===== config.mk =====
export PLATFORM = sky130hd
export DESIGN_NAME = dnc_mult_top
export DESIGN_NICKNAME = d
export VERILOG_FILES = /design/src/rtl/dnc_pkg.sv /design/src/rtl/dnc_slice_add.sv /design/src/rtl/dnc_combine.sv /design/src/rtl/dnc_rec_mult.sv /design/src/rtl/dnc_mult_top.sv
export SDC_FILE = /design/constraint.sdc
export NUM_CORES = 1
export LEC_CHECK = 0
export BUFFER_PORTS_ARGS = -buffer_cell sky130_fd_sc_hd__buf_2
export CAP_MARGIN = 0
export CORE_AREA = 8 8 154 156
export DETAILED_ROUTE_END_ITERATION = 16
export DIE_AREA = 0 0 162 164
export HOLD_SLACK_MARGIN = 0.05
export PLACE_DENSITY = 0.66
export RECOVER_POWER = 25
export SLEW_MARGIN = 25
export SYNTH_ARGS = -nofsm -noshare
export SYNTH_HDL_FRONTEND = slang
export SYNTH_SLANG_ARGS = --single-unit

===== constraint.sdc =====
create_clock -name clk -period 13.9 [get_ports clk]
set_input_delay 0.695 -clock clk [delete_from_list [all_inputs] [get_ports clk]]
set_output_delay 0.695 -clock clk [all_outputs]
set_load 0.01 [all_outputs]

===== src/rtl/dnc_pkg.sv =====
package dnc_pkg;
  // Legal recursion depth bounds
  localparam int unsigned MAX_LEVELS = 2;

  // Smallest width that may be split again; keeps every slice at least 2 bits wide
  localparam int unsigned MIN_SPLIT_W = 4;

  function automatic bit can_split(input int unsigned width, input int unsigned depth);
    return (depth > 0) && (width >= MIN_SPLIT_W) && ((width % 2) == 0);
  endfunction
endpackage


===== src/rtl/dnc_slice_add.sv =====
module dnc_slice_add #(
  parameter int unsigned SW = 8
) (
  input  logic [SW-1:0] x,
  input  logic [SW-1:0] y,
  input  logic          cin,
  output logic [SW-1:0] s,
  output logic          cout
);
  // One narrow ripple slice; all accumulation is built from these
  assign {cout, s} = {1'b0, x} + {1'b0, y} + {{SW{1'b0}}, cin};
endmodule


===== src/rtl/dnc_combine.sv =====
module dnc_combine #(
  parameter int unsigned H = 8
) (
  input  logic [2*H-1:0] pp_hh,
  input  logic [2*H-1:0] pp_hl,
  input  logic [2*H-1:0] pp_lh,
  input  logic [2*H-1:0] pp_ll,
  output logic [4*H-1:0] sum
);
  localparam int unsigned UPW = 3 * H;

  // Stage 1: the two cross products, two slices
  logic [2:0]     xc;
  logic [2*H-1:0] xs;
  assign xc[0] = 1'b0;

  for (genvar i = 0; i < 2; i++) begin : g_cross
    dnc_slice_add #(.SW(H)) u_slc (
      .x   (pp_hl[i*H +: H]),
      .y   (pp_lh[i*H +: H]),
      .cin (xc[i]),
      .s   (xs[i*H +: H]),
      .cout(xc[i+1])
    );
  end

  // Stage 2: the joined hh|ll term above offset H, plus the cross sum, three slices
  logic [UPW-1:0] joined_up;
  logic [UPW-1:0] cross_ext;
  logic [UPW-1:0] up_sum;
  logic [3:0]     uc;

  assign joined_up = {pp_hh, pp_ll[2*H-1:H]};
  assign cross_ext = {{(H-1){1'b0}}, xc[2], xs};
  assign uc[0]     = 1'b0;

  for (genvar j = 0; j < 3; j++) begin : g_upper
    dnc_slice_add #(.SW(H)) u_slc (
      .x   (joined_up[j*H +: H]),
      .y   (cross_ext[j*H +: H]),
      .cin (uc[j]),
      .s   (up_sum[j*H +: H]),
      .cout(uc[j+1])
    );
  end

  assign sum = {up_sum, pp_ll[H-1:0]};

  // a 2H x 2H product fits 4H bits, so the top slice must not carry out
  always_comb begin
    p_no_top_carry_r10: assert (uc[3] !== 1'b1)
      else $error("R10 carry out of top combining slice");
  end
endmodule


===== src/rtl/dnc_rec_mult.sv =====
module dnc_rec_mult #(
  parameter int unsigned W     = 16,
  parameter int unsigned DEPTH = 1
) (
  input  logic [W-1:0]   a,
  input  logic [W-1:0]   b,
  output logic [2*W-1:0] p
);
  import dnc_pkg::*;

  localparam int unsigned H = W / 2;

  if (can_split(W, DEPTH)) begin : g_split
    logic [W-1:0] p_hh, p_hl, p_lh, p_ll;

    dnc_rec_mult #(.W(H), .DEPTH(DEPTH-1)) u_hh (.a(a[W-1:H]), .b(b[W-1:H]), .p(p_hh));
    dnc_rec_mult #(.W(H), .DEPTH(DEPTH-1)) u_hl (.a(a[W-1:H]), .b(b[H-1:0]), .p(p_hl));
    dnc_rec_mult #(.W(H), .DEPTH(DEPTH-1)) u_lh (.a(a[H-1:0]), .b(b[W-1:H]), .p(p_lh));
    dnc_rec_mult #(.W(H), .DEPTH(DEPTH-1)) u_ll (.a(a[H-1:0]), .b(b[H-1:0]), .p(p_ll));

    dnc_combine #(.H(H)) u_comb (
      .pp_hh(p_hh),
      .pp_hl(p_hl),
      .pp_lh(p_lh),
      .pp_ll(p_ll),
      .sum  (p)
    );
  end else begin : g_base
    // Behavioural base product
    assign p = {{W{1'b0}}, a} * {{W{1'b0}}, b};
  end
endmodule


===== src/rtl/dnc_mult_top.sv =====
module dnc_mult_top #(
  parameter int unsigned HALF_W = 8,
  parameter int unsigned LEVELS = 1
) (
  input  logic                  clk,
  input  logic                  rst,
  input  logic                  start,
  input  logic [2*HALF_W-1:0]   op_a,
  input  logic [2*HALF_W-1:0]   op_b,
  output logic                  valid,
  output logic [4*HALF_W-1:0]   product
);
  localparam int unsigned OPW  = 2 * HALF_W;
  localparam int unsigned PRW  = 2 * OPW;
  localparam int unsigned DEPW = (LEVELS > dnc_pkg::MAX_LEVELS) ? dnc_pkg::MAX_LEVELS : LEVELS;

  logic [PRW-1:0] comb_prod;

  dnc_rec_mult #(.W(OPW), .DEPTH(DEPW)) u_core (
    .a(op_a),
    .b(op_b),
    .p(comb_prod)
  );

  always_ff @(posedge clk) begin
    if (rst) begin
      valid   <= 1'b0;
      product <= '0;
    end else begin
      valid <= start;
      if (start) product <= comb_prod;
    end
  end

  p_valid_after_start_r3: assert property (@(posedge clk) disable iff (rst)
    start |=> valid);

  p_no_spurious_valid_r3: assert property (@(posedge clk) disable iff (rst)
    !start |=> !valid);

  p_hold_when_idle_r4: assert property (@(posedge clk) disable iff (rst)
    !start |=> $stable(product));

  p_product_exact_r2: assert property (@(posedge clk) disable iff (rst)
    start |=> (product == ({{OPW{1'b0}}, $past(op_a)} * {{OPW{1'b0}}, $past(op_b)})));
endmodule


==> metrics.txt <==
RSZ-0062 raised after global routing=no; DIE HEIGHT=164 um; YS warnings=0; number of synthesized flops with an enable pin=0; port buffer count=67; Main synth FF type=dfxtp_1; First-pass DRT Iterations=5; vias in the first global route=8298; post-synth top area cell=fa_1; Iter 0 DRT Violations=316; grt ovf=0; via count=7960; Min Hold Slack=0.474 ns; CTS tree=yes; CP max-delay cell=fa_1; final worst-path setup slack=5.28 ns; Worst Path Arrival=8.83 ns; Slew Viols, Final=0; fmax=0.116 GHz; Cell variety after synth=52; final WL=23700 um; syn_nets=1576; Critical path buffers and inverters=3; Final Cycle Share=0.620; DR WL/cell=15.5 um; layout cells sized above 1=0.0584; synthesized instance count=1215; routed vias/inst=5.21; most frequent CP cell=fa_1; # rows=54; Total GRT Usage=0.187; crit-path max FO=16; clock sinks=33; Die Area=0.0266 sq mm; DP Cell Count=1521; HP Class=flop to flop; clock tree root buffer cell=clkbuf_16; first-pass GRT wire length=40400 um; DRC=0; Setup crit start kind=input port; Post-Route Skew=0 ns; synthesized area=0.0105 sq mm; Final nets=1609; Synth Register Bits=33; Post-DRT Antenna Nets=0; maximum root-to-sink buffer count=2; Largest stage delay, worst path=0.50 ns; RePlAce Congestion=0.910; Area Overhead vs Synth=6.58%; initial antenna violation count=0; endpoints failing hold=0; CP required=14.10 ns; Die W=162 um; Commonest cells post-synth=inv_1, ha_1, and2_1, fa_1, nand2_1; Starting Density=0.491; number of H-tree levels=2; most common cell in the netlist=inv_1; syn_area_per_cell=8.63 sq um; worst skew pair latency=0.29 ns; crit path capture type=flop; Slew @ Worst Pin=0.967 ns; clk slew on worst S/H paths=0.06 ns; post-synthesis sequential area ratio=0.0630; ranking of synthesized cells by area=fa_1, ha_1, and2_1; setup_tns=0 ns; number of CTS-inserted buffers=5; number of I/O pins=68; Ant. Diodes=0; MaxCap Viol Count=0; Layout Cells excl Fill=1529; status=complete, no violations; postcts setup bufs=0; Post-Place Worst Slack=4.97 ns; fraction of synthesized cell area taken by the top area cell type=0.288; delay-heaviest family, CP=adder cells; Tmin final=8.62 ns; critical setup path kind=input port to flop; Core Area=0.0214 sq mm; post-DP HPWL=19800 um; post_cts resized=0; FFs w/ async S/R, synth=0; largest net degree at the start of global routing=43; CTS Hold Bufs=0; final setup fails=0; max_slew headroom=0.355
[layout make-up]
class	instances	area (sq um)
Tap cell	280	350
Fill cell	2087	10200
Sequential cell	33	661
Clock inverter	3	46.3
Inverter	219	822
Timing Repair Buffer	67	315
Clock buffer	5	125
Multi-Input combinational cell	922	8860
[layout by cell type (no fill, tap or decap), drive strengths merged, types with 22 or more instances in the layout]
cell type,synthesis,final
ha,175,175
buf,1,51
a21oi,52,52
nor2,46,46
dfxtp,33,33
fa,151,151
xnor2,53,53
nand2,113,113
a21o,22,22
and2,156,156
inv,219,219
mux2i,22,22
[logic make-up after synthesis]
kind of cell,Yosys count,synth area share
xor+xnor,74,0.0618
mux,22,0.0210
flops,33,0.0630
buf+inv,260,0.0930
simple gates,361,0.177
fa+ha+maj,326,0.497
compound gates,139,0.0868
[path summary, 6_finish.rpt]
path / start / endpoint / slack (ns) / cells after the start
max reg2reg: product[18] / product[18] / 13.21 / 2
min reg2reg: product[0] / product[0] / 0.47 / 2
min: product[0] / product[0] / 0.47 / 2
max: op_b[2] / product[30] / 5.28 / 37
[flip-flops by register name (all words and copies together) (netlist names)]
signal / cells
valid: 1
product: 32
[stage by stage]
stage	area (sq um)	utilization
6_report	11200	0.524
5_1_grt	11200	0.524
4_1_cts	11200	0.524
3_5_place_dp	11000	0.516
3_3_place_gp	11000	0.516
2_1_floorplan	10500	-
[worst reg2reg max path, stage by stage (launching register included)]
cell and delay, ns:
dfxtp_1 0.34, nor2_1 0.05, a211oi_1 0.22
[metal layers]
| layer | routed length (um) | global-route usage | vias up |
|---|---|---|---|
| li1 | - | - | 3875 |
| met1 | 10800 | 0.235 | 3921 |
| met2 | 11800 | 0.342 | 143 |
| met3 | 803 | 0.0168 | 21 |
| met4 | 354 | 0.0396 | 0 |
| met5 | 0 | 0 | - |
Power is not shown: default switching activity piles up to over one toggle a cycle in this logic, so the estimate is an artifact.
